===== config.mk =====
export PLATFORM = sky130hd
export DESIGN_NAME = trig_capture
export DESIGN_NICKNAME = d
export VERILOG_FILES = /design/src/rtl/trig_cap_pkg.sv /design/src/rtl/trig_cap_ctrl.sv /design/src/rtl/trig_cap_dp.sv /design/src/rtl/trig_capture.sv
export SDC_FILE = /design/constraint.sdc
export NUM_CORES = 1
export LEC_CHECK = 0
export CAP_MARGIN = 10
export CELL_PAD_IN_SITES_DETAIL_PLACEMENT = 0
export CELL_PAD_IN_SITES_GLOBAL_PLACEMENT = 1
export CORE_MARGIN = 5
export CORE_UTILIZATION = 29
export DETAILED_ROUTE_END_ITERATION = 8
export GPL_ROUTABILITY_DRIVEN = 1
export PLACE_DENSITY = 0.83
export SYNTH_ARGS = -nofsm -noshare
export SYNTH_HDL_FRONTEND = slang
export SYNTH_SLANG_ARGS = --single-unit

===== constraint.sdc =====
create_clock -name clk -period 1.4 [get_ports clk]
set_input_delay 0.21 -clock clk [delete_from_list [all_inputs] [get_ports clk]]
set_output_delay 0.21 -clock clk [all_outputs]
set_load 0.01 [all_outputs]

===== src/rtl/trig_cap_pkg.sv =====
package trig_cap_pkg;
  localparam int CNT_W_DEF     = 16;
  localparam int SYNC_DEF      = 2;
  localparam int FILT_DEPTH_DEF = 4;

  // Strobes sent from control to the datapath, valid for one cycle.
  typedef struct packed {
    logic capture;  // accepted edge: load count, set flag
    logic clear;    // software write of 1 to the flag
  } cap_strobe_t;
endpackage


===== src/rtl/trig_cap_ctrl.sv =====
module trig_cap_ctrl
  import trig_cap_pkg::*;
#(
  parameter int SYNC_STAGES = SYNC_DEF,
  parameter int FILT_DEPTH  = FILT_DEPTH_DEF
) (
  input  logic        clk,
  input  logic        rstN,
  input  logic        pinIn,
  input  logic        cmpIn,
  input  logic        srcSel,
  input  logic        edgeSel,
  input  logic        filtEn,
  input  logic        flagWrEn,
  input  logic        flagWrData,
  output cap_strobe_t strobes
);
  logic pinSync;
  logic trigSel;
  logic [FILT_DEPTH-1:0] hist;
  logic fLvl;
  logic prevLvl;
  logic allHigh;
  logic allLow;
  logic fLvlNext;

  // Synchronizer chain for the asynchronous pin.
  generate
    if (SYNC_STAGES == 1) begin : g_sync1
      logic syncQ;
      always_ff @(posedge clk) begin
        if (!rstN) syncQ <= 1'b0;
        else       syncQ <= pinIn;
      end
      assign pinSync = syncQ;
    end else begin : g_syncN
      logic [SYNC_STAGES-1:0] syncQ;
      always_ff @(posedge clk) begin
        if (!rstN) syncQ <= '0;
        else       syncQ <= {syncQ[SYNC_STAGES-2:0], pinIn};
      end
      assign pinSync = syncQ[SYNC_STAGES-1];
    end
  endgenerate

  // The comparator result is already synchronous, so it bypasses the chain.
  assign trigSel = srcSel ? cmpIn : pinSync;

  // Sample history used by the noise filter.
  generate
    if (FILT_DEPTH == 1) begin : g_hist1
      always_ff @(posedge clk) begin
        if (!rstN) hist <= '0;
        else       hist <= trigSel;
      end
    end else begin : g_histN
      always_ff @(posedge clk) begin
        if (!rstN) hist <= '0;
        else       hist <= {hist[FILT_DEPTH-2:0], trigSel};
      end
    end
  endgenerate

  assign allHigh = &hist;
  assign allLow  = ~|hist;

  always_comb begin
    fLvlNext = fLvl;
    if (!filtEn)      fLvlNext = trigSel;
    else if (allHigh) fLvlNext = 1'b1;
    else if (allLow)  fLvlNext = 1'b0;
  end

  always_ff @(posedge clk) begin
    if (!rstN) begin
      fLvl    <= 1'b0;
      prevLvl <= 1'b0;
    end else begin
      fLvl    <= fLvlNext;
      prevLvl <= fLvl;
    end
  end

  // Edge detector on the filtered level.
  always_comb begin
    strobes.capture = edgeSel ? (fLvl & ~prevLvl) : (~fLvl & prevLvl);
    strobes.clear   = flagWrEn & flagWrData;
  end
endmodule


===== src/rtl/trig_cap_dp.sv =====
module trig_cap_dp
  import trig_cap_pkg::*;
#(
  parameter int CNT_W = CNT_W_DEF
) (
  input  logic             clk,
  input  logic             rstN,
  input  logic [CNT_W-1:0] countIn,
  input  cap_strobe_t      strobes,
  input  logic             maskEn,
  output logic [CNT_W-1:0] capValue,
  output logic             capFlag,
  output logic             irqOut
);
  always_ff @(posedge clk) begin
    if (!rstN) begin
      capValue <= '0;
      capFlag  <= 1'b0;
    end else begin
      if (strobes.capture) capValue <= countIn;
      // A capture takes priority over a clear at the same edge.
      if (strobes.capture)    capFlag <= 1'b1;
      else if (strobes.clear) capFlag <= 1'b0;
    end
  end

  assign irqOut = capFlag & maskEn;
endmodule


===== src/rtl/trig_capture.sv =====
module trig_capture
  import trig_cap_pkg::*;
#(
  parameter int CNT_W       = CNT_W_DEF,
  parameter int SYNC_STAGES = SYNC_DEF,
  parameter int FILT_DEPTH  = FILT_DEPTH_DEF
) (
  input  logic             clk,
  input  logic             rstN,
  input  logic [CNT_W-1:0] countIn,
  input  logic             pinIn,
  input  logic             cmpIn,
  input  logic             srcSel,
  input  logic             edgeSel,
  input  logic             filtEn,
  input  logic             maskEn,
  input  logic             flagWrEn,
  input  logic             flagWrData,
  output logic [CNT_W-1:0] capValue,
  output logic             capFlag,
  output logic             irqOut
);
  cap_strobe_t strobes;

  trig_cap_ctrl #(.SYNC_STAGES(SYNC_STAGES), .FILT_DEPTH(FILT_DEPTH)) ctrl_i (
    .clk(clk), .rstN(rstN), .pinIn(pinIn), .cmpIn(cmpIn), .srcSel(srcSel),
    .edgeSel(edgeSel), .filtEn(filtEn), .flagWrEn(flagWrEn),
    .flagWrData(flagWrData), .strobes(strobes)
  );

  trig_cap_dp #(.CNT_W(CNT_W)) dp_i (
    .clk(clk), .rstN(rstN), .countIn(countIn), .strobes(strobes),
    .maskEn(maskEn), .capValue(capValue), .capFlag(capFlag), .irqOut(irqOut)
  );
endmodule


Yosys cells after proc, flatten, opt, wreduce, memory -nomap -nowiden
Index checks and enable logic that the tools add are counted. W data, S select, Z words.

Eq/ne operators: 1. Muxes and demuxes: 7. Bitwise gates (word level): 6. Reductions and logical operators: 3.

Operators by type and width (number): $mux W1 (7); $and A1 B1 Y1 (4); $reduce_and A4 Y1 (1); $reduce_or A4 Y1 (1); $ne A3 B2 Y1 const B (1); $not A1 Y1 (2); $reduce_bool A2 Y1 (1).

Bits in registers: 25. Input bits: 26.

Depth between registers and ports, before layout
Gate-level depths: netlist of run 1.

Depth in word-level cells: 4. Mapped depth: 4.

Cells and area by module
A second synthesis of run 1 with hierarchy kept.

Cells, all modules: 79. Area, all modules: 930.9 µm².

By module, submodules not included: trig_cap_dp (instances 1, cells each 55, area an instance 655.6 µm², sequential area each 340.3 µm²); trig_cap_ctrl (instances 1, cells each 24, area an instance 275.3 µm², sequential area each 160.2 µm²).

Least setup slack after synthesis of run 1
No wires, ideal clock.

Path type: reg2reg. Start point: reg ctrl_i.fLvl. End point: reg dp_i.capValue[10]. Data arrival time: 1.088 ns. Path slack: 0.240 ns. Stages on the path, launching flop included: 5. Buffers on the path: 1. Cells stage by stage: dfxtp_1 > nor3b_2 > a21oi_4 > buf_12 > mux2i_1.

Longest elaborated chain between the ends: 3. Elaborated cells between the ends (all ways): 4. Those cells by class: mux: 1; bitwise: 3.

RTL lines: from (decl) (line trig_cap_ctrl.sv:21) `logic fLvl;`; from (signal assigned) (line trig_cap_ctrl.sv:79) `fLvl <= fLvlNext;`; $not A1 Y1 (line trig_cap_ctrl.sv:86) `strobes.capture = edgeSel ? (fLvl & ~prevLvl) : (~fLvl & prevLvl);`; $and A1 B1 Y1 (line trig_cap_ctrl.sv:86); $mux W1 * (line trig_cap_ctrl.sv:86); to (signal assigned) (line trig_cap_dp.sv:20) `if (strobes.capture) capValue <= countIn;`; to (decl) (line trig_cap_dp.sv:11) `output logic [CNT_W-1:0] capValue,`.

Every way passes the cells marked *; elsewhere a longest branch is shown, timed or not. A chain may end at the register's enable or synchronous reset.

Worst setup path after layout of run 1
Start point: reg dp_i.capFlag. End point: out irqOut.

Longest elaborated chain between the ends: 1.

RTL lines: from (decl) (line trig_cap_dp.sv:12) `output logic capFlag,`; from (signal assigned) (line trig_cap_dp.sv:18) `capFlag <= 1'b0;`; from (signal assigned) (line trig_cap_dp.sv:22) `if (strobes.capture) capFlag <= 1'b1;`; from (signal assigned) (line trig_cap_dp.sv:23) `else if (strobes.clear) capFlag <= 1'b0;`; $and A1 B1 Y1 (line trig_cap_dp.sv:27) `assign irqOut = capFlag & maskEn;`; to (decl) (line trig_capture.sv:21) `output logic irqOut`.

Every way passes these cells.

==> results of run 1 <==
layout make-up:
cell class / instances / area share, %
timing repair buffer: 46 / 31.7
sequential: 25 / 34.0
clock buffer: 4 / 1.78
multi-input combinational: 68 / 28.8
tap: 44 / 3.73
sequential cells by signal, indices dropped and copies added (netlist names):
name / cells
ctrl_i.g_syncN.syncQ: 2
dp_i.capFlag: 1
ctrl_i.fLvl: 1
dp_i.capValue: 16
ctrl_i.prevLvl: 1
ctrl_i.hist: 4
critical path, stage by stage, from the launching register on:
cell and delay, ns:
sky130_fd_sc_hd__dfxtp_2 0.35, sky130_fd_sc_hd__and2_1 0.12, sky130_fd_sc_hd__dlygate4sd2_1 0.28
logic make-up (layout without fill, tap and decap cells):
| group | after synthesis | in the layout | synth area share [%] |
|---|---|---|---|
| buffers and inverters | 5 | 50 | 3.65 |
| AO/OA/AOI/OAI | 4 | 4 | 3.91 |
| multiplexers | 17 | 17 | 17.7 |
| flip-flops | 25 | 25 | 52.2 |
| AND/OR/NAND/NOR | 47 | 47 | 22.6 |
power breakdown:
group / internal [mW] / total, mW / switching, mW
combinational: 0.134 / 0.214 / 0.0801
clock: 0.111 / 0.314 / 0.203
sequential: 0.742 / 0.757 / 0.0156
total: 0.986 / 1.29 / 0.299
path summary, 6_finish.rpt:
kind                                start                       to  depth (start not counted)
hold / removal                countIn[12]        dp_i.capValue[12]                          3
setup reg to reg              ctrl_i.fLvl        dp_i.capValue[15]                          4
setup / recovery             dp_i.capFlag                   irqOut                          2
hold reg to reg   ctrl_i.g_syncN.syncQ[0]  ctrl_i.g_syncN.syncQ[1]                          1
routing by layer:
metal / global-route usage (%) / share of wire [%] / wire length [microns]
met4: 6.08 / 1.3 / 27
met1: 10.7 / 41 / 868
met2: 17.6 / 52 / 1090
met5: 0 / 0 / 0
met3: 2.33 / 5.7 / 119
placed cells by master, fill, tap and decap left out, types with 2 or more instances in the layout:
master	synthesis	final
sky130_fd_sc_hd__and2_1	6	6
sky130_fd_sc_hd__buf_12	1	3
sky130_fd_sc_hd__clkbuf_4	0	3
sky130_fd_sc_hd__clkdlybuf4s50_1	0	25
sky130_fd_sc_hd__dfxtp_1	25	24
sky130_fd_sc_hd__dlygate4sd2_1	0	18
sky130_fd_sc_hd__mux2i_1	17	17
sky130_fd_sc_hd__nand2_1	34	34
sky130_fd_sc_hd__nor2b_1	2	2
==> metrics.md, run 1 <==
| Metric | Value |
|---|---|
| Status | finished, final reports clean |
| Final Wtd Congestion | 0.621 |
| Total DRC errors in the routed layout | 0 |
| Buffers inserted by post-CTS timing repair | 0 |
| Wire length of the first global-routing pass | ~3.5 mm |
| Total vias in the final route | 803 |
| Leak pwr | between 0.7 and 0.8 nW |
| Total setup violations reported at the end of the flow | 0 |
| Final hold slack | 0.439 ns |
| Final setup TNS | 0 ns |
| Cell area reported after detailed placement | 1470 sq um |
| Final standard cell area without fillers | 1480 sq um |
| Clock-pin slew of the registers on the worst-case setup and hold paths | 0.13 ns |
| Largest net degree at the start of global routing | 42 |
| Layout net count | 170 |
| Max Clock Freq | 787 MHz |
| MaxCap Viol Count | 0 |
| Largest driver fanout on the critical path | 3 |
| Critical path startpoint category | flip-flop |
| Area of combinational cells with multiple inputs | 424 sq um |
| Via-per-instance ratio | 4.29 |
| Number of buffers inserted during clock tree synthesis | 3 |
| Antenna violations before repair | 0 |
| CTS tree | yes |
| Final critical-path required period | 1.27 ns |
| Flip-flop and latch area | 502 sq um |
| Most instantiated library cell after synthesis | sky130_fd_sc_hd__nand2_1 |
| Sequential cell area fraction in the yosys report | 52.2% |
| Remaining max-slew budget at the tightest pin | between 80% and 90% |
| Share of the core filled with cells in the final layout | 47.5% |
| Total congestion overflow after global routing | 0 |
| Crit path setup slack, layout | 0.129 ns |
| Seq cells post-synth | 25 |
| Setup clock skew after layout | 0.00291 ns |
| Antenna viol nets, final | 0 |
| Detailed Place HPWL | 1.65 mm |
| Final antenna diode count | 0 |
| Arrival time at the worst endpoint | 1.06 ns |
| Slew at the pin closest to its max-slew limit | 0.223 ns |
| Routed wire length | 2.10 mm |
| Number of clock sinks seen by CTS | 25 |
| Register-to-register path setup slack | ~0.23 ns |
| Cell area power density | 871 nW/um^2 |
| Main area contributors after synthesis | sky130_fd_sc_hd__dfxtp_1 52%, sky130_fd_sc_hd__mux2i_1 18%, sky130_fd_sc_hd__nand2_1 13% |
| Number of warnings issued by yosys | 0 |
| Overall track demand over capacity in global routing | 10.0% |
| Post-Synthesis Net Count | 124 |
| Number of search-and-repair iterations in the first detailed-routing pass | 4 |
| Count of filler cells inserted in the layout | 331 |
| Share of the clock period used by the worst path after layout | 90.8% |
| Quantity of hold-fixing buffers added after cts | 0 |
| Type of the most critical hold path | in2reg |
| Number of distinct standard cells referenced by the synthesized netlist | 16 |
| Average instance area after synthesis | between 9 and 10 sq um |
| Overall die height | between 60 and 70 microns |
| Cell type with the highest aggregate area in the netlist | sky130_fd_sc_hd__dfxtp_1 |
| Kind of end point of the critical path | primary output |
| Post-synth top cells | 34 x sky130_fd_sc_hd__nand2_1, 25 x sky130_fd_sc_hd__dfxtp_1, 17 x sky130_fd_sc_hd__mux2i_1 |
| Pre-CTS worst setup slack | -0.119 ns |
| Floorplan die width | 67.5 microns |
| Sum of internal, switching and leakage power | roughly 1.3 mW |
| Number of placed instances, taps included | ~180 |
| Via count of the first global-routing pass | 774 |
| Synth Flop Type | sky130_fd_sc_hd__dfxtp_1 |
| Data required time at the worst endpoint | 1.19 ns |
| Final max-slew violation count | 0 |
| Non-filler cells in the finished layout | 187 |
| Fraction of layout cells with a size suffix above 1 | 6.99% |
| Number of enable flip-flop cells after synthesis | 0 |
| Clock Tree Root | sky130_fd_sc_hd__clkbuf_4 |
| H-tree depth reported by CTS | 1 |
| Synthesis-to-finish area growth | 53.7% |
| Total standard cell area after synthesis | about 960 sq um |
| Number of instances in the synthesized netlist | 98 |
| Die Area | between 4000 and 5000 sq um |
| Longest Clk Path Bufs | 2 |
| Starting utilization of the core area | between 30% and 40% |
| Row cnt | 20 |
| Count of buffers from port buffering | 43 |
| Average detailed-routed wire length per instance | roughly 11 microns |
| Detailed Route Iter0 Violations | 20 |
| Crit Path Class | reg2out |
| Proportion of synthesized flip-flops having asynchronous set or reset | 0% |
| Post-cts resize count | 19 |
| Maximum vdd ir drop | roughly 0.37 mV |
| Latest clock arrival within the worst-skew pair | 0.31 ns |
| RSZ-0062 raised after global routing | no |
| Share of the synthesized area in the top cell type | 52.2% |
| Number of top-level design ports | 44 |
| Core Region | 3100 sq um |
| Final hold violations | 0 |
Power figures use the tool's default switching activity.
==> run 2, diff against run 1 <==
CAP_MARGIN = default   (was 10)
MAX_ROUTING_LAYER = met4   (was default)
==> run 2 against run 1 <==
Sequential power about the same. Sequential share of layout area unchanged. First-iteration DRC count unchanged. Maximum frequency about the same. Clock skew decreased by 0.00072 ns. Flip-flop and latch count unchanged. Design area unchanged. Die area unchanged. Utilization unchanged. Worst setup slack about the same. Global-route usage increased by 0.29 points.
==> metrics.md, run 2 (synthesis results as in run 1) <==
| Metric | Value |
|---|---|
| CTS tree | yes |
| Final max-slew violation count | 0 |
| Latest clock arrival within the worst-skew pair | 0.31 ns |
| Crit Path Class | reg2out |
| Clock-pin slew of the registers on the worst-case setup and hold paths | 0.13 ns |
| Total congestion overflow after global routing | 0 |
| Critical path startpoint category | flip-flop |
| Register with the most flip-flops | dp_i.capValue |
| Row cnt | 20 |
| Cell area reported after detailed placement | 1470 sq um |
| Number of placed instances, taps included | about 180 |
| Count of buffers from port buffering | 43 |
| Core Region | 3100 sq um |
| Max Clock Freq | 787 MHz |
| Cell family contributing the most delay on the critical path | flip-flops |
| Sum of internal, switching and leakage power | 1.29 mW |
| Reg-to-reg critical path startpoint | ctrl_i.fLvl |
| Antenna violations before repair | 0 |
| Die Area | 4560 sq um |
| Clock Tree Root | sky130_fd_sc_hd__clkbuf_4 |
| Post-cts resize count | 19 |
| Via count of the first global-routing pass | between 700 and 800 |
| CP Cell Sequence | and2_1, dlygate4sd2_1 |
| Floorplan die width | 67.5 microns |
| H-tree depth reported by CTS | 1 |
| Internal Pwr Total | 0.986 mW |
| Number of search-and-repair iterations in the first detailed-routing pass | 4 |
| Final Wtd Congestion | about 0.63 |
| Logic pwr share | between 10% and 20% |
| Registers with the most flip-flops | dp_i.capValue (16), ctrl_i.hist (4), ctrl_i.g_syncN.syncQ (2) |
| Via-per-instance ratio | 4.30 |
| Final hold slack | 0.438 ns |
| Antenna viol nets, final | 0 |
| Critical Path Start | dp_i.capFlag |
| Wire length of the first global-routing pass | 3.48 mm |
| Largest driver fanout on the critical path | 3 |
| Routed wire length | 2.10 mm |
| Total vias in the final route | 805 |
| Synthesis-to-finish area growth | 53.7% |
| Overall die height | between 60 and 70 microns |
| Status | finished, final reports clean |
| Detailed Place HPWL | 1.65 mm |
| Buffering stage count on the worst path with inverters included | 1 |
| Remaining max-slew budget at the tightest pin | 85.1% |
| Maximum vdd ir drop | 0.368 mV |
| Arrival time at the worst endpoint | 1.06 ns |
| P_sw | around 0.3 mW |
| Fraction of layout cells with a size suffix above 1 | under 10% |
| Number of buffers inserted during clock tree synthesis | 3 |
| Average detailed-routed wire length per instance | 11.3 microns |
| Total setup violations reported at the end of the flow | 0 |
| Cell area power density | 871 nW/um^2 |
| Final setup TNS | 0 ns |
| Most frequent cells in the layout | 34 x sky130_fd_sc_hd__nand2_1, 25 x sky130_fd_sc_hd__clkdlybuf4s50_1, 24 x sky130_fd_sc_hd__dfxtp_1 |
| Net switching fraction of the power | 23.3% |
| Leak pwr | 0.737 nW |
| Number of clock sinks seen by CTS | 25 |
| Kind of end point of the critical path | primary output |
| Number of flip-flops in the largest register | 16 |
| Total DRC errors in the routed layout | 0 |
| Data required time at the worst endpoint | 1.19 ns |
| Final standard cell area without fillers | 1480 sq um |
| Detailed Route Iter0 Violations | 20 |
| Portion of total power attributed to sequential cells | between 50% and 60% |
| Quantity of hold-fixing buffers added after cts | 0 |
| Longest Clk Path Bufs | 2 |
| MaxCap Viol Count | 0 |
| Slowest cell delay on critical path | 0.35 ns |
| Type of the most critical hold path | in2reg |
| Starting utilization of the core area | 30.9% |
| Most common cell after layout, fill and taps aside | sky130_fd_sc_hd__nand2_1 |
| Buffers inserted by post-CTS timing repair | 0 |
| Slew at the pin closest to its max-slew limit | 0.223 ns |
| Non-filler cells in the finished layout | ~190 |
| Final hold violations | 0 |
| Min-Delay Startpoint | countIn[10] |
| Part of the power in the clock network | about a quarter |
| Layout net count | 170 |
| Share of the clock period used by the worst path after layout | between 90% and 100% |
| Number of top-level design ports | 44 |
| Setup clock skew after layout | roughly 0.0022 ns |
| Final critical-path required period | 1.27 ns |
| Final antenna diode count | 0 |
| Largest net degree at the start of global routing | 42 |
| RSZ-0062 raised after global routing | no |
| Overall track demand over capacity in global routing | approximately a tenth |
| Slowest cell on the critical path | sky130_fd_sc_hd__dfxtp_2 |
[run 2: cell counts in the layout (fill, tap and decap cells not counted)]
Identical to the previous run, type by type.
[run 2: worst paths after layout]
kind	end	slack (ns)	depth (start not counted)
setup / recovery	irqOut	0.13	2
hold / removal	dp_i.capValue[10]	0.44	3
setup reg to reg	dp_i.capValue[15]	0.23	4
hold reg to reg	ctrl_i.g_syncN.syncQ[1]	0.45	1
[run 2: per-stage QoR]
step	worst slack, ns	util, %
2_1_floorplan	0.240	-
3_3_place_gp	-0.120	47.4
3_5_place_dp	-0.119	47.4
4_1_cts	0.109	47.5
5_1_grt	0.0705	47.5
6_report	0.129	47.5
[run 2: worst reg2reg max path, stage by stage, from the launching register on]
cell	delay [ns]
sky130_fd_sc_hd__dfxtp_1	0.44
sky130_fd_sc_hd__nor3b_2	0.09
sky130_fd_sc_hd__a21oi_4	0.19
sky130_fd_sc_hd__buf_12	0.18
sky130_fd_sc_hd__mux2i_1	0.20
[run 2: routing by layer]
layer	track usage, %	wire length, microns
met5	-	0
met4	6.08	27
met3	1.50	79
met2	17.7	1100
met1	11.1	892
[run 2: power by group through the flow]
stage	sequential (mW)	clock, mW	combinational [mW]
2_1_floorplan	0.782	0	0.0815
3_5_place_dp	0.774	0	0.232
6_report	0.757	0.315	0.214
4_1_cts	0.758	0.331	0.218
3_3_place_gp	0.773	0	0.228
5_1_grt	0.762	0.362	0.231
[run 2: layout make-up]
type	count	area (sq um)
Multi-Input combinational cell	68	424
Sequential cell	25	502
Timing Repair Buffer	46	468
Fill cell	331	1630
Tap cell	44	55.1
Clock buffer	4	26.3
